$ cat src/rtl/spi_regbank_pkg.sv
`timescale 1ns/1ps
// Shared sizes, address codes and frame field positions of the register bank.
package spi_regbank_pkg;
    localparam int FRAME_W  = 16;             // bits per serial frame
    localparam int ADDR_W   = 5;              // register address width
    localparam int DATA_W   = 4;              // register data width
    localparam int NCH      = 4;              // output channels (must equal DATA_W)
    localparam int FLT_W    = 4;              // fault flags per channel
    localparam int WDOG_W   = 2;              // stored watchdog bits
    localparam int CH_W     = $clog2(NCH);    // channel field in address
    localparam int SUF_W    = ADDR_W - CH_W;  // register suffix in address
    localparam int WR_POS   = FRAME_W - 1;    // write flag position
    localparam int ADDR_LSB = WR_POS - ADDR_W;// address low bit position

    // Per-channel suffixes
    localparam logic [SUF_W-1:0] SUF_FAULT  = 3'b000;
    localparam logic [SUF_W-1:0] SUF_OCLVL  = 3'b010;
    localparam logic [SUF_W-1:0] SUF_TIMING = 3'b011;
    localparam logic [SUF_W-1:0] SUF_DRIVE  = 3'b100;

    // Global addresses
    localparam logic [ADDR_W-1:0] ADR_CHON  = 5'b00001;
    localparam logic [ADDR_W-1:0] ADR_SENSE = 5'b01001;
    localparam logic [ADDR_W-1:0] ADR_VOLT  = 5'b00101;
    localparam logic [ADDR_W-1:0] ADR_WDOG  = 5'b01101;
    localparam logic [ADDR_W-1:0] ADR_PINA  = 5'b00110;
    localparam logic [ADDR_W-1:0] ADR_PINB  = 5'b01110;
    localparam logic [ADDR_W-1:0] ADR_PINC  = 5'b01111;
endpackage

$ cat src/rtl/spi_regbank_frame.sv
`timescale 1ns/1ps
// Serial frame engine. Detects select and clock edges by comparing the pins
// with their value one system clock earlier, shifts data in on rising clock
// edges and data out on falling clock edges, and flags a commit when select
// rises after exactly FW rising clock edges.
// Assumes: serial pins synchronous to clk, each level held >= 2 clk cycles.
module spi_regbank_frame
    import spi_regbank_pkg::*;
#(
    parameter int FW = FRAME_W
) (
    input  logic              clk,
    input  logic              rst_n,
    input  logic              sclk,
    input  logic              cs_n,
    input  logic              mosi,
    input  logic [FW-1:0]     tx_word,
    output logic              miso,
    output logic              commit,
    output logic              rx_wr,
    output logic [ADDR_W-1:0] rx_addr,
    output logic [DATA_W-1:0] rx_data
);
    localparam int CNT_W = $clog2(FW + 2);

    logic             sclk_d, cs_d;
    logic             cs_fall, cs_rise, sck_rise, sck_fall;
    logic [CNT_W-1:0] bit_cnt;
    logic [FW-1:0]    rx_sh, tx_sh;

    assign cs_fall  = cs_d & ~cs_n;
    assign cs_rise  = ~cs_d & cs_n;
    assign sck_rise = ~sclk_d & sclk & ~cs_n;
    assign sck_fall = sclk_d & ~sclk & ~cs_n;

    // Remember last pin levels for edge detection
    always_ff @(posedge clk) begin
        if (!rst_n) begin
            sclk_d <= 1'b0;
            cs_d   <= 1'b1;
        end else begin
            sclk_d <= sclk;
            cs_d   <= cs_n;
        end
    end

    // Count rising clock edges in the frame, saturating one past FW
    always_ff @(posedge clk) begin
        if (!rst_n)                                     bit_cnt <= '0;
        else if (cs_fall)                               bit_cnt <= '0;
        else if (sck_rise && bit_cnt <= CNT_W'(FW))     bit_cnt <= bit_cnt + 1'b1;
    end

    // Receive shifter, MSB first
    always_ff @(posedge clk) begin
        if (!rst_n)        rx_sh <= '0;
        else if (sck_rise) rx_sh <= {rx_sh[FW-2:0], mosi};
    end

    // Transmit shifter: load at select fall, empty at select rise
    always_ff @(posedge clk) begin
        if (!rst_n)        tx_sh <= '0;
        else if (cs_fall)  tx_sh <= tx_word;
        else if (cs_rise)  tx_sh <= '0;
        else if (sck_fall) tx_sh <= tx_sh << 1;
    end

    assign miso    = tx_sh[FW-1];
    assign commit  = cs_rise && (bit_cnt == CNT_W'(FW));
    assign rx_wr   = rx_sh[WR_POS];
    assign rx_addr = rx_sh[ADDR_LSB +: ADDR_W];
    assign rx_data = rx_sh[DATA_W-1:0];

    // edge counter never runs past its saturation value
    a_r3_count_bound: assert property (@(posedge clk) disable iff (!rst_n)
        bit_cnt <= CNT_W'(FW + 1));

    // output is quiet once select has been high for a full cycle
    a_r11_idle_quiet: assert property (@(posedge clk) disable iff (!rst_n)
        (cs_n && $past(cs_n)) |-> !miso);
endmodule

$ cat src/rtl/spi_regbank_regs.sv
`timescale 1ns/1ps
// Register storage: global configuration, per-channel configuration and the
// latched per-channel fault flags. Writes arrive only on committed frames.
// Assumes: NCH equals DATA_W so the on-command word has one bit per channel.
module spi_regbank_regs
    import spi_regbank_pkg::*;
(
    input  logic                   clk,
    input  logic                   rst_n,
    input  logic                   wr_en,
    input  logic [ADDR_W-1:0]      wr_addr,
    input  logic [DATA_W-1:0]      wr_data,
    input  logic [NCH*FLT_W-1:0]   fault_set,
    output logic [NCH-1:0]         ch_on,
    output logic [DATA_W-1:0]      sense_en,
    output logic [DATA_W-1:0]      volt_cfg,
    output logic [WDOG_W-1:0]      wdog_cfg,
    output logic [NCH*DATA_W-1:0]  oc_lvl,
    output logic [NCH*DATA_W-1:0]  timing_cfg,
    output logic [NCH*DATA_W-1:0]  drive_cfg,
    output logic [NCH*FLT_W-1:0]   fault_flags
);
    // Global registers written by full-address match
    always_ff @(posedge clk) begin
        if (!rst_n) begin
            ch_on    <= '0;
            sense_en <= '0;
            volt_cfg <= '0;
            wdog_cfg <= '0;
        end else if (wr_en) begin
            case (wr_addr)
                ADR_CHON:  ch_on    <= wr_data[NCH-1:0];
                ADR_SENSE: sense_en <= wr_data;
                ADR_VOLT:  volt_cfg <= wr_data;
                ADR_WDOG:  wdog_cfg <= wr_data[WDOG_W-1:0];
                default:   ;
            endcase
        end
    end

    for (genvar c = 0; c < NCH; c++) begin : g_ch
        logic              hit, off_cmd;
        logic [DATA_W-1:0] oc_q, tim_q, drv_q;
        logic [FLT_W-1:0]  flt_q, set_v;

        assign hit     = wr_en && (wr_addr[ADDR_W-1 -: CH_W] == CH_W'(c));
        assign off_cmd = wr_en && (wr_addr == ADR_CHON) && !wr_data[c];
        assign set_v   = fault_set[c*FLT_W +: FLT_W];

        // Per-channel configuration selected by suffix
        always_ff @(posedge clk) begin
            if (!rst_n) begin
                oc_q  <= '0;
                tim_q <= '0;
                drv_q <= '0;
            end else if (hit) begin
                case (wr_addr[SUF_W-1:0])
                    SUF_OCLVL:  oc_q  <= wr_data;
                    SUF_TIMING: tim_q <= wr_data;
                    SUF_DRIVE:  drv_q <= wr_data;
                    default:    ;
                endcase
            end
        end

        // Fault latch: off command clears, a pulse in the same cycle still sets
        always_ff @(posedge clk) begin
            if (!rst_n) flt_q <= '0;
            else        flt_q <= (off_cmd ? '0 : flt_q) | set_v;
        end

        assign oc_lvl[c*DATA_W +: DATA_W]     = oc_q;
        assign timing_cfg[c*DATA_W +: DATA_W] = tim_q;
        assign drive_cfg[c*DATA_W +: DATA_W]  = drv_q;
        assign fault_flags[c*FLT_W +: FLT_W]  = flt_q;

        // an off command with no pulse leaves the channel fault-free
        a_r8_off_clears: assert property (@(posedge clk) disable iff (!rst_n)
            (off_cmd && set_v == '0) |=> (flt_q == '0));

        // every pulsed fault is latched on the next cycle
        a_r7_pulse_latches: assert property (@(posedge clk) disable iff (!rst_n)
            (set_v != '0) |=> ((flt_q & $past(set_v)) == $past(set_v)));
    end
endmodule

$ cat src/rtl/spi_regbank_rdmux.sv
`timescale 1ns/1ps
// Readback selector: returns the 4-bit data of the register named by an
// address. Per-channel suffixes are decoded first, then global addresses;
// anything else reads as zero.
// Assumes: addr is the address committed on the previous frame.
module spi_regbank_rdmux
    import spi_regbank_pkg::*;
(
    input  logic [ADDR_W-1:0]      addr,
    input  logic [NCH-1:0]         ch_on,
    input  logic [DATA_W-1:0]      sense_en,
    input  logic [DATA_W-1:0]      volt_cfg,
    input  logic [WDOG_W-1:0]      wdog_cfg,
    input  logic                   wd_timeout,
    input  logic [NCH*DATA_W-1:0]  oc_lvl,
    input  logic [NCH*DATA_W-1:0]  timing_cfg,
    input  logic [NCH*DATA_W-1:0]  drive_cfg,
    input  logic [NCH*FLT_W-1:0]   fault_flags,
    input  logic [DATA_W-1:0]      pin_grp_a,
    input  logic [DATA_W-1:0]      pin_grp_b,
    input  logic [1:0]             pin_grp_c,
    output logic [DATA_W-1:0]      rdata
);
    logic [CH_W-1:0]  sel_ch;
    logic [SUF_W-1:0] suf;

    assign sel_ch = addr[ADDR_W-1 -: CH_W];
    assign suf    = addr[SUF_W-1:0];

    // Select read data for the addressed register
    always_comb begin
        rdata = '0;
        case (suf)
            SUF_FAULT:  rdata = fault_flags[sel_ch*FLT_W +: FLT_W];
            SUF_OCLVL:  rdata = oc_lvl[sel_ch*DATA_W +: DATA_W];
            SUF_TIMING: rdata = timing_cfg[sel_ch*DATA_W +: DATA_W];
            SUF_DRIVE:  rdata = drive_cfg[sel_ch*DATA_W +: DATA_W];
            default: begin
                case (addr)
                    ADR_CHON:  rdata = ch_on;
                    ADR_SENSE: rdata = sense_en;
                    ADR_VOLT:  rdata = volt_cfg;
                    ADR_WDOG:  rdata = {1'b0, wd_timeout, wdog_cfg};
                    ADR_PINA:  rdata = pin_grp_a;
                    ADR_PINB:  rdata = pin_grp_b;
                    ADR_PINC:  rdata = {pin_grp_c, 2'b00};
                    default:   rdata = '0;
                endcase
            end
        endcase
    end
endmodule

$ cat src/rtl/spi_regbank.sv
`timescale 1ns/1ps
// Top of the serial register bank. Ties the frame engine, storage and read
// selector together, keeps the previously committed address and builds the
// returned word from status inputs and the delayed readback.
// Assumes: serial pins synchronous to clk; first frame after reset returns 0.
module spi_regbank
    import spi_regbank_pkg::*;
(
    input  logic                   clk,
    input  logic                   rst_n,
    input  logic                   spi_sclk,
    input  logic                   spi_cs_n,
    input  logic                   spi_mosi,
    output logic                   spi_miso,
    input  logic                   wdog_pin,
    input  logic                   undervolt,
    input  logic                   overvolt,
    input  logic [NCH-1:0]         chan_state,
    input  logic                   wd_timeout,
    input  logic [DATA_W-1:0]      pin_grp_a,
    input  logic [DATA_W-1:0]      pin_grp_b,
    input  logic [1:0]             pin_grp_c,
    input  logic [NCH*FLT_W-1:0]   fault_set,
    output logic [NCH-1:0]         ch_on,
    output logic [DATA_W-1:0]      sense_en,
    output logic [DATA_W-1:0]      volt_cfg,
    output logic [WDOG_W-1:0]      wdog_cfg,
    output logic [NCH*DATA_W-1:0]  oc_lvl,
    output logic [NCH*DATA_W-1:0]  timing_cfg,
    output logic [NCH*DATA_W-1:0]  drive_cfg,
    output logic                   fault_any
);
    logic                   commit, rx_wr, first_q;
    logic [ADDR_W-1:0]      rx_addr, prev_addr;
    logic [DATA_W-1:0]      rx_data, rdata;
    logic [FRAME_W-1:0]     tx_word;
    logic [NCH*FLT_W-1:0]   fault_flags;

    spi_regbank_frame #(.FW(FRAME_W)) u_frame (
        .clk(clk), .rst_n(rst_n), .sclk(spi_sclk), .cs_n(spi_cs_n),
        .mosi(spi_mosi), .tx_word(tx_word), .miso(spi_miso),
        .commit(commit), .rx_wr(rx_wr), .rx_addr(rx_addr), .rx_data(rx_data)
    );

    spi_regbank_regs u_regs (
        .clk(clk), .rst_n(rst_n), .wr_en(commit && rx_wr),
        .wr_addr(rx_addr), .wr_data(rx_data), .fault_set(fault_set),
        .ch_on(ch_on), .sense_en(sense_en), .volt_cfg(volt_cfg),
        .wdog_cfg(wdog_cfg), .oc_lvl(oc_lvl), .timing_cfg(timing_cfg),
        .drive_cfg(drive_cfg), .fault_flags(fault_flags)
    );

    spi_regbank_rdmux u_rdmux (
        .addr(prev_addr), .ch_on(ch_on), .sense_en(sense_en),
        .volt_cfg(volt_cfg), .wdog_cfg(wdog_cfg), .wd_timeout(wd_timeout),
        .oc_lvl(oc_lvl), .timing_cfg(timing_cfg), .drive_cfg(drive_cfg),
        .fault_flags(fault_flags), .pin_grp_a(pin_grp_a),
        .pin_grp_b(pin_grp_b), .pin_grp_c(pin_grp_c), .rdata(rdata)
    );

    // Capture the committed address; leave first-frame state after a commit
    always_ff @(posedge clk) begin
        if (!rst_n) begin
            prev_addr <= '0;
            first_q   <= 1'b1;
        end else if (commit) begin
            prev_addr <= rx_addr;
            first_q   <= 1'b0;
        end
    end

    assign tx_word   = first_q ? '0 :
                       {wdog_pin, undervolt, overvolt, prev_addr, chan_state, rdata};
    assign fault_any = |fault_flags;

    // echoed address moves only after a committed frame
    a_r2_prev_hold: assert property (@(posedge clk) disable iff (!rst_n)
        !$stable(prev_addr) |-> $past(commit));

    // shared fault output rises only after a fault pulse
    a_r7_fault_source: assert property (@(posedge clk) disable iff (!rst_n)
        $rose(fault_any) |-> $past(|fault_set));

    // first frame after reset starts with a zero output bit
    a_r10_first_zero: assert property (@(posedge clk) disable iff (!rst_n)
        ($fell(spi_cs_n) && first_q) |=> !spi_miso);
endmodule

$ cat config.mk
export PLATFORM = sky130hd
export DESIGN_NAME = spi_regbank
export DESIGN_NICKNAME = d
export VERILOG_FILES = /design/src/rtl/spi_regbank_pkg.sv /design/src/rtl/spi_regbank_frame.sv /design/src/rtl/spi_regbank_regs.sv /design/src/rtl/spi_regbank_rdmux.sv /design/src/rtl/spi_regbank.sv
export SDC_FILE = /design/constraint.sdc
export NUM_CORES = 1
export LEC_CHECK = 0
export BUFFER_PORTS_ARGS = -buffer_cell sky130_fd_sc_hd__buf_2
export CORE_ASPECT_RATIO = 0.9
export CORE_MARGIN = 5
export CORE_UTILIZATION = 40
export CTS_CLUSTER_SIZE = 20
export DETAILED_ROUTE_END_ITERATION = 8
export GPL_TIMING_DRIVEN = 0
export REMOVE_ABC_BUFFERS = 1
export SYNTH_ARGS = -nofsm -noshare
export SYNTH_HDL_FRONTEND = slang
export SYNTH_HIERARCHICAL = 1
export SYNTH_SLANG_ARGS = --single-unit
$ cat constraint.sdc
create_clock -name clk -period 3.2 [get_ports clk]
set_clock_uncertainty 0.1 [all_clocks]
set_input_delay 0.16 -clock clk [delete_from_list [all_inputs] [get_ports clk]]
set_output_delay 0.16 -clock clk [all_outputs]
set_load 0.01 [all_outputs]
Word-level counts from Yosys, hierarchy flattened:

Index checks and enable logic that the tools add are counted.

* output and inout port bits: 64
* bits in writable memories: 0
* memories kept: 0
* input bits: 39
* memory bits (read-only): 0
* register bits: 123
* word-level logic and storage cells: 116
* bits in latches: 0

* $add $sub $neg: 1
* bitwise operators: 15
* shift-type cells: 4
* multipliers: 0
* muxes and demuxes: 10
* equality and inequality tests: 21
* $lt $le $gt $ge: 1
* divide/modulo/power cells: 0
* reductions and logical operators: 37

Operators with widths (count)
* 16-bit two-way mux: 4
* 16-bit by 5-bit indexed part select with 4-bit output: 4
* 2-bit AND reduction: 16
* 5-bit by 4-bit equality test with 1-bit output (second input constant): 6
* 4-bit one-hot mux with 7 select lines: 1
* 4-bit two-way mux: 4
* 4-bit OR: 4
* 4-bit one-hot mux with 4 select lines: 1
* 16-bit OR reduction: 1
* 5-bit by 3-bit equality test with 1-bit output (second input constant): 3
* 3-bit by 2-bit equality test with 1-bit output (second input constant): 4
* 1-bit logical AND: 12
* 5-bit by 1-bit equality test with 1-bit output (second input constant): 2
* 1-bit bitwise AND: 6
* 3-bit equality test (second input constant): 2
* 5-bit by 1-bit adder with 5-bit output (second input constant): 1
* 5-bit equality test (second input constant): 1
* 5-bit less-or-equal comparator (second input constant): 1
* 1-bit NOT: 5
* 2-bit equality test (second input constant): 2
* 1-bit logical NOT: 4
* 3-bit logical NOT: 1
* 3-bit nonzero test: 1
* 2-bit by 1-bit equality test with 1-bit output (second input constant): 1
* 2 further kinds: 2

Longest topological paths before layout:

Gate-level depths: netlist of the first run.

* word-level depth: 8
* depth in mapped cells: 11
* gate-level depth less buffers: 9

Modules after synthesis:

Netlist of the first run, hierarchy kept.

Modules (own cells, without submodules)
* spi_regbank_regs: seq. area each 1561.5 um^2, area an instance 2956.6 um^2, instances 1, cells each 302
* spi_regbank_frame: seq. area each 780.7 um^2, area an instance 1890.6 um^2, instances 1, cells each 200
* spi_regbank_rdmux: seq. area each 0.0 um^2, area an instance 1051.0 um^2, instances 1, cells each 141
* spi_regbank: seq. area each 120.1 um^2, area an instance 376.6 um^2, instances 1, cells each 42

Worst setup path before layout of the first run:

No wires, ideal clock.

* kind: flip-flop to flip-flop
* from: register u_frame.cs_d
* to: register u_regs.ch_on[2]
* setup slack: 0.579 ns
* setup time: 0.072 ns
* cell stages (with the launch flop): 12
* arrival: 2.449 ns
* path buffers: 4
* period minus slack after synthesis: 2.621 ns
* path through: dfxtp_1 inv_1 ha_1 clkbuf_1 clkbuf_1 and3_1 buf_4 and2_1 or4b_4 nor2b_2 buf_6 mux2i_1

* cells in the longest elaborated chain, start to end: 5

RTL lines
* start, declared: line spi_regbank_frame.sv:26 `logic sclk_d, cs_d;`
* start signal, assigned: line spi_regbank_frame.sv:43 `cs_d <= cs_n;`
* 1-bit NOT: line spi_regbank_frame.sv:32 `assign cs_rise = ~cs_d & cs_n;`
* 1-bit bitwise AND: line spi_regbank_frame.sv:32
* 1-bit logical AND: line spi_regbank_frame.sv:69 `assign commit = cs_rise && (bit_cnt == CNT_W'(FW));`
* via commit: line spi_regbank.sv:33 `logic commit, rx_wr, first_q;`
* 1-bit logical AND: line spi_regbank.sv:46 `.clk(clk), .rst_n(rst_n), .wr_en(commit && rx_wr),`
* 2-bit AND reduction (no line)
* end signal, assigned: line spi_regbank_regs.sv:32 `ADR_CHON: ch_on <= wr_data[NCH-1:0];`
* end, declared: line spi_regbank_regs.sv:14 `output logic [NCH-1:0] ch_on,`

The timed path passes the listed nets, and every way through them passes these cells.
A chain may end at the register's enable or synchronous reset.

Worst setup path after layout of the first run:

* from: register prev_addr[2]
* to: register u_frame.tx_sh[3]

* cells in the longest elaborated chain, start to end: 5
* elaborated cells on any way between the ends: 15
* classes of those cells: 10 x eq/ne; 4 x mux; 1 x reduce/logical

RTL lines
* start, declared: line spi_regbank.sv:34 `logic [ADDR_W-1:0] rx_addr, prev_addr;`
* start signal, assigned: line spi_regbank.sv:67 `prev_addr <= rx_addr;`
* 5-bit by 4-bit equality test with 1-bit output (tied with other cells): line spi_regbank_rdmux.sv:39 `case (addr)`
* 4-bit one-hot mux with 7 select lines: line spi_regbank_rdmux.sv:39
* 4-bit one-hot mux with 4 select lines *: line spi_regbank_rdmux.sv:33 `case (suf)`
* via rdata[3]: line spi_regbank.sv:35 `logic [DATA_W-1:0] rx_data, rdata;`
* 16-bit two-way mux *: line spi_regbank.sv:72 `assign tx_word = first_q ? '0 :`
* via tx_word[3]: line spi_regbank.sv:36 `logic [FRAME_W-1:0] tx_word;`
* 16-bit two-way mux *: line spi_regbank_frame.sv:63 `else if (cs_fall) tx_sh <= tx_word;`
* end signal, assigned: line spi_regbank_frame.sv:63
* end signal, assigned: line spi_regbank_frame.sv:65 `else if (sck_fall) tx_sh <= tx_sh << 1;`
* end, declared: line spi_regbank_frame.sv:29 `logic [FW-1:0] rx_sh, tx_sh;`

The timed path passes the listed nets; every way through them passes the cells marked *.

==> impl_metrics.toml, run 1 <==
[timing]
rsz0062_at_grt = "no"
max_slew_margin = 0.268
holdWs_ps = 73.7
setup_viol = 0
fmax_ghz = 0.330
fin_crit_ps = 3030
finalHoldViolCount = 0
period_share = 0.947
setup_ws_ps = 170
slew_violations = 0
tightest_slew_ps = 1090

[cts]
clockRootBuffer = "clkbuf_16"
clk_latency_ps = 410
clockBufferDepth = 2
cts_max_level = 4
clk_pin_slew_worst_paths_ps = 60
cts_tree = "yes"
cts_buffers = 17
cts_sinks = 123

[pwr]
p_leak_nw = 3.12
power.total_w = 0.00395
power.share.sequential = 0.403
comb_power_share = 0.060
vdd_drop_max_v = 0.000379
clkPwrFrac = 0.537
intPower_w = 0.00312
swShare = 0.212
p_sw_w = 0.000837
power.density_nw_per_um2 = 518

[floorplanning]
die_h_um = 129
die_width_um = 142
start_util = 0.408
io_pins = 103
core-area_sq_um = 15400
fp-row-count = 43
die_area_sq_um = 18300

[route]
dr_total_vias = 5549
drtPass1Iterations = 5
detail_route.iter0.violations = 466
postRouteAntennaNets = 0
via_per_inst = 5.66
drc = 0
detail_route.wl_per_cell_um = 18.8
wl_mm = 18.4

[worst_setup_path]
reg2reg_setup_slack_ps = 170
worstSetupPathType = "reg2reg"
crit_path_cell_trace = "mux2_4 -> a221oi_2 -> a2111oi_1 -> nor4_2 -> o211ai_1 -> and2b_1 -> a221o_2 -> o211a_1"
reg2reg_from = "prev_addr[2]$_SDFFE_PN0P_"
critPathLaunch = "prev_addr[2]$_SDFFE_PN0P_"
end_kind = "flip-flop"
cp-start-kind = "flip-flop"
r2r_cells = 8
required_ps = 3400
cp.arrival_ps = 3230
cp_num_buf_inv = 0
crit_family = "compound AO/OA/AOI/OAI gates"
path_max_fanout = 27
r2r-end = "u_frame/tx_sh[3]$_SDFFE_PN0P_"
crit_slowest_cell = "dfxtp_4"
slowest_delay_ps = 600

[synthesis]
yosysTopAreaCellShare = 0.392
ys_ff_latch = 123
synth-edff-count = 0
yosysMostFrequentCell = "dfxtp_1"
synth_area_leader_cell = "dfxtp_1"
ys_seq_area_frac = 0.392
ys_warn_count = 6
synth_top_flop_cell = "dfxtp_1"
syn_inst = 685
synth_cell_types = 69
netlist_area_sq_um = 6270
synthTopCellsByCount = "123 x dfxtp_1, 122 x nand2_1, 72 x mux2i_1"
synthTopCellsByArea = "dfxtp_1 39%, mux2i_1 11%, nand2_1 7.3%, o211a_1 2.6%, nor2b_1 2.2%"
postSynthAreaPerCell_sq_um = 9.16
async_reset_ff_frac = 0

[grt]
grt.met3_usage = 0.0513
grt_max_degree = 92
use_met2 = 0.311
antenna_found_initial = 0
overflow = 0
top_usage_layer = "met2"
globalRouteTotalUtil = 0.202
grt_pass1_vias = 5330
use_met1 = 0.280
grt_pass1_wl_mm = 29.3

[placed_design]
gp_congestion = 0.869
place_ws_ps = -1290
dp.final_hpwl_mm = 12.6
io_buffers = 102
placement.cell_area_sq_um = 6690

[cells_and_area]
post-route-cell-area_sq_um = 7630
diodes = 0
synthToLayoutAreaGrowth_pct = 21.6
nets = 808
drive_gt1_frac = 0.238

[outcome]
status = "finished, final reports clean"

[run]
cap_violations = 0

[hold_path]
hold_depth = 3
min_to = "u_regs/g_ch[2].drv_q[2]$_SDFFE_PN0P_"
min_from = "rst_n"
hp-class = "in2reg"
## flip-flops by register name (all words and copies together), names as in the netlist, 2 cells and up
| register | flops |
|---|---|
| u_regs/ch_on | 4 |
| u_frame/tx_sh | 16 |
| prev_addr | 5 |
| u_frame/bit_cnt | 5 |
| u_regs/wdog_cfg | 2 |
| u_regs/g_ch.tim_q | 16 |
| u_regs/g_ch.oc_q | 16 |
| u_frame/rx_sh | 16 |
| u_regs/g_ch.drv_q | 16 |
| u_regs/volt_cfg | 4 |
| u_regs/g_ch.flt_q | 16 |
| u_regs/sense_en | 4 |
## cell usage in the layout (no fill, tap or decap), types with 4 or more instances in the layout
| master | instances |
|---|---|
| bufinv_16 | 5 |
| a21boi_0 | 17 |
| nand3b_1 | 5 |
| o22ai_1 | 10 |
| o21ai_0 | 24 |
| nor2b_1 | 22 |
| buf_2 | 101 |
| a21oi_1 | 18 |
| a221o_2 | 6 |
| nand2_1 | 122 |
| nor4_1 | 4 |
| a221o_1 | 10 |
| o211a_1 | 16 |
| nor2_1 | 27 |
| nand2b_1 | 4 |
| a22oi_1 | 7 |
| and2b_1 | 5 |
| nor3_1 | 10 |
| a211oi_2 | 6 |
| dfxtp_1 | 119 |
| a211oi_1 | 6 |
| ha_1 | 4 |
| nor3b_1 | 18 |
| dlygate4sd3_1 | 19 |
| clkbuf_16 | 17 |
| and3_1 | 4 |
| clkinv_2 | 4 |
| o221ai_1 | 10 |
| mux2i_1 | 72 |
| inv_1 | 6 |
## layer usage
metal / wire length [um] / share of wire / up-vias
met1: 8660 / 0.47 / 2691
met4: 257 / 0.014 / 0
met3: 1360 / 0.074 / 20
met5: 0 / 0 / -
li1: - / - / 2638
met2: 8140 / 0.44 / 200
## cell type report
cell class              count  area [sq um]
clock buffers              20           467
multi-input cells         492          3460
inverters                   7          26.3
fillers                  1439          7760
well taps                 202           253
repair buffers            124           758
clock inverters            12           193
flip-flops and latches    123          2470
## per-stage QoR
| step | util | cells | setup TNS [ps] |
|---|---|---|---|
| 2_1_floorplan | - | 621 | 0 |
| 4_1_cts | 0.492 | 978 | 0 |
| 6_report | 0.496 | 980 | 0 |
| 3_5_place_dp | 0.435 | 926 | -10820 |
| 5_1_grt | 0.496 | 980 | 0 |
| 3_3_place_gp | 0.433 | 925 | -9000 |
## worst register-to-register path: stages, from the launching register on
cell       delay [ps]
dfxtp_4           600
mux2_4            380
a221oi_2          320
a2111oi_1         130
nor4_2            500
o211ai_1          190
and2b_1           200
a221o_2           380
o211a_1           130
## power groups by stage
stage	clock network (W)	registers, W	logic [W]
after global placement	0	0.00163	0.000202
after detailed placement	0	0.00163	0.000213
after global routing	0.00223	0.00160	0.000258
after CTS	0.00215	0.00159	0.000233
final	0.00212	0.00159	0.000235
after floorplan	0	0.00162	0.000130
## worst max-delay path by stage
| stage | depth (start not counted) | slack (ps) | endpoint |
|---|---|---|---|
| after global routing | 8 | 20 | u_regs/g_ch[2].oc_q[2]$_SDFFE_PN0P_ |
| after floorplan | 8 | 60 | u_frame/tx_sh[2]$_SDFFE_PN0P_ |
| after CTS | 7 | 30 | u_regs/ch_on[3]$_SDFFE_PN0P_ |
| after global placement | 8 | -1220 | u_frame/tx_sh[3]$_SDFFE_PN0P_ |
| final | 8 | 170 | u_frame/tx_sh[3]$_SDFFE_PN0P_ |
| after detailed placement | 8 | -1290 | u_frame/tx_sh[3]$_SDFFE_PN0P_ |
## kinds of logic after synthesis
kind of cell / synth area share
AND/OR/NAND/NOR: 0.211
XOR/XNOR: 0.00439
AO/OA/AOI/OAI: 0.190
flip-flops: 0.392
buffers and inverters: 0.0642
multiplexers: 0.129
adder cells (fa/ha/maj): 0.00798
## repair_timing
action | 4_1_cts | 5_1_grt
setup buffers | 0 | 2
gates cloned | 1 | 0
gates resized for setup | 8 | 7
endpoints found under the setup margin | 24 | 21
endpoints found under the hold margin | 19 | 0
hold buffers | 19 | 0
No activity file was read; power rests on OpenSTA's default activity.
==> run 2: changes to the inputs <==
Settings changed: PLACE_DENSITY set to 0.61.
==> run 2 against run 1 <==
Effect of this change:
- die area did not move
- non-clock buffer count shrank 2
- first-iteration DRC count rose by 14%
- via count shrank 0.32%
- utilization is 1.1 points lower
- count of clock-buffer cells in the layout is 1 higher
- flip-flop and latch count unchanged
- sequential power hardly changed
- total power is 9.4% lower
- final cell count is 0.20% lower
- largest power group unchanged
- highest routed layer unchanged
==> impl_metrics.toml, run 2 (same netlist as run 1, synthesis figures left out) <==
[outcome]
status = "finished, final reports clean"

[worst_setup_path]
reg2reg_setup_slack_ps = 100
path_max_fanout = 38
cp.arrival_ps = 3310
worstSetupPathType = "reg2reg"
required_ps = 3410
crit_path_cell_trace = "nand2b_2 -> o22ai_1 -> a211oi_1 -> nor4_2 -> o211ai_1 -> and2b_1 -> a221o_2 -> o211a_1"
reg2reg_from = "prev_addr[1]$_SDFFE_PN0P_"
r2r-end = "u_frame/tx_sh[3]$_SDFFE_PN0P_"
end_kind = "flip-flop"
slowest_delay_ps = 640
cp-start-kind = "flip-flop"
crit_slowest_cell = "dfxtp_4"
r2r_cells = 8

[cells_and_area]
synthToLayoutAreaGrowth_pct = 19.0
diodes = 0
drive_gt1_frac = 0.235
layout_commonest_cell = "nand2_1"
nFillCells = 1485
final_cell_mix = "122 x nand2_1, 119 x dfxtp_1, 101 x buf_2, 72 x mux2i_1, 27 x nor2_1"
seqCellArea_sq_um = 2470
post-route-cell-area_sq_um = 7470
finish.utilization = 0.485
multi_input_area_sq_um = 3440
nets = 806
finalNonFillerCells = 978

[cts]
clockRootBuffer = "clkbuf_16"
cts_buffers = 17
cts_tree = "yes"
clockBufferDepth = 2
cts_max_level = 4
clk_pin_slew_worst_paths_ps = 60
cts_sinks = 123
cts_setup_buffers = 0
clk_latency_ps = 420

[floorplanning]
start_util = 0.408
fp-row-count = 43
die_width_um = 142
io_pins = 103
core-area_sq_um = 15400
die_area_sq_um = 18300
die_h_um = 129

[pwr]
vdd_drop_max_v = 0.000341
p_leak_nw = 3.04
power.density_nw_per_um2 = 480

[grt]
grt_pass1_wl_mm = 28.7
grt_max_degree = 67
antenna_found_initial = 0
globalRouteTotalUtil = 0.199
grt_pass1_vias = 5332
overflow = 0

[route]
detail_route.wl_per_cell_um = 18.6
drtPass1Iterations = 5
drc = 0
via_per_inst = 5.66
dr_total_vias = 5531
postRouteAntennaNets = 0
detail_route.iter0.violations = 530
wl_mm = 18.1

[timing]
tightest_slew_ps = 1130
fin_crit_ps = 3100
max_slew_margin = 0.241
fmax_ghz = 0.323
setup_viol = 0
slew_violations = 0
finalHoldViolCount = 0
period_share = 0.969
rsz0062_at_grt = "no"
tns_ps = 0

[placed_design]
placement.cell_area_sq_um = 6680
io_buffers = 102
placedCellCount = 926
dp.final_hpwl_mm = 12.4
gp_congestion = 0.848

[hold_path]
min_to = "first_q$_SDFFE_PN1P_"
min_from = "rst_n"
hold_depth = 2
hp-class = "in2reg"

[run]
cap_violations = 0
-- run 2: power by group --
| group | internal (W) | switching [W] |
|---|---|---|
| combinational | 0.000114 | 0.000120 |
| clock | 0.00106 | 0.000692 |
| sequential | 0.00157 | 0.0000299 |
-- run 2: final cells by class --
type	count	share of cell area
multi-input cells	492	0.461
clock buffers	21	0.0644
clock inverters	11	0.00938
inverters	7	0.00352
well taps	202	0.0339
flip-flops and latches	123	0.331
repair buffers	122	0.0969
-- run 2: critical path: cells and delay by family (launching register included) --
family,cells,cell delay [ps]
compound gates,5,1240
simple gates,3,1010
flops,1,640
-- run 2: worst max path at each step --
stage                              start                            end  slack [ps]  depth (start not counted)
5_1_grt        prev_addr[1]$_SDFFE_PN0P_  u_frame/tx_sh[3]$_SDFFE_PN0P_          40                          8
3_5_place_dp   prev_addr[1]$_SDFFE_PN0P_  u_frame/tx_sh[3]$_SDFFE_PN0P_       -1260                          8
3_3_place_gp   prev_addr[1]$_SDFFE_PN0P_  u_frame/tx_sh[3]$_SDFFE_PN0P_       -1220                          8
2_1_floorplan  prev_addr[1]$_SDFFE_PN0P_  u_frame/tx_sh[2]$_SDFFE_PN0P_          60                          8
6_report       prev_addr[1]$_SDFFE_PN0P_  u_frame/tx_sh[3]$_SDFFE_PN0P_         100                          8
4_1_cts        prev_addr[1]$_SDFFE_PN0P_  u_frame/tx_sh[3]$_SDFFE_PN0P_          30                          8
-- run 2: repair_timing --
item / CTS / global route
setup endpoints to repair: 24 / 31
gates resized for setup: 7 / 5
cloned: 1 / 0
endpoints found under the hold margin: 19 / 0
hold buffers: 19 / 0
-- run 2: metal layers --
metal,global-route usage,part of all wire,vias up
li1,-,-,2625
met2,0.308,0.44,210
met4,0.0638,0.017,0
met5,0,0,-
met3,0.0487,0.070,30
met1,0.274,0.47,2666
-- run 2: per-stage QoR --
step / power, W / setup slack (ps) / hold slack (ps)
floorplan: 0.00175 / 59.4 / 119
global placement: 0.00183 / -1220 / 300
detailed placement: 0.00184 / -1260 / 304
CTS: 0.00361 / 32.3 / 90.7
global route: 0.00371 / 42.9 / 137
finish: 0.00358 / 99.7 / 117
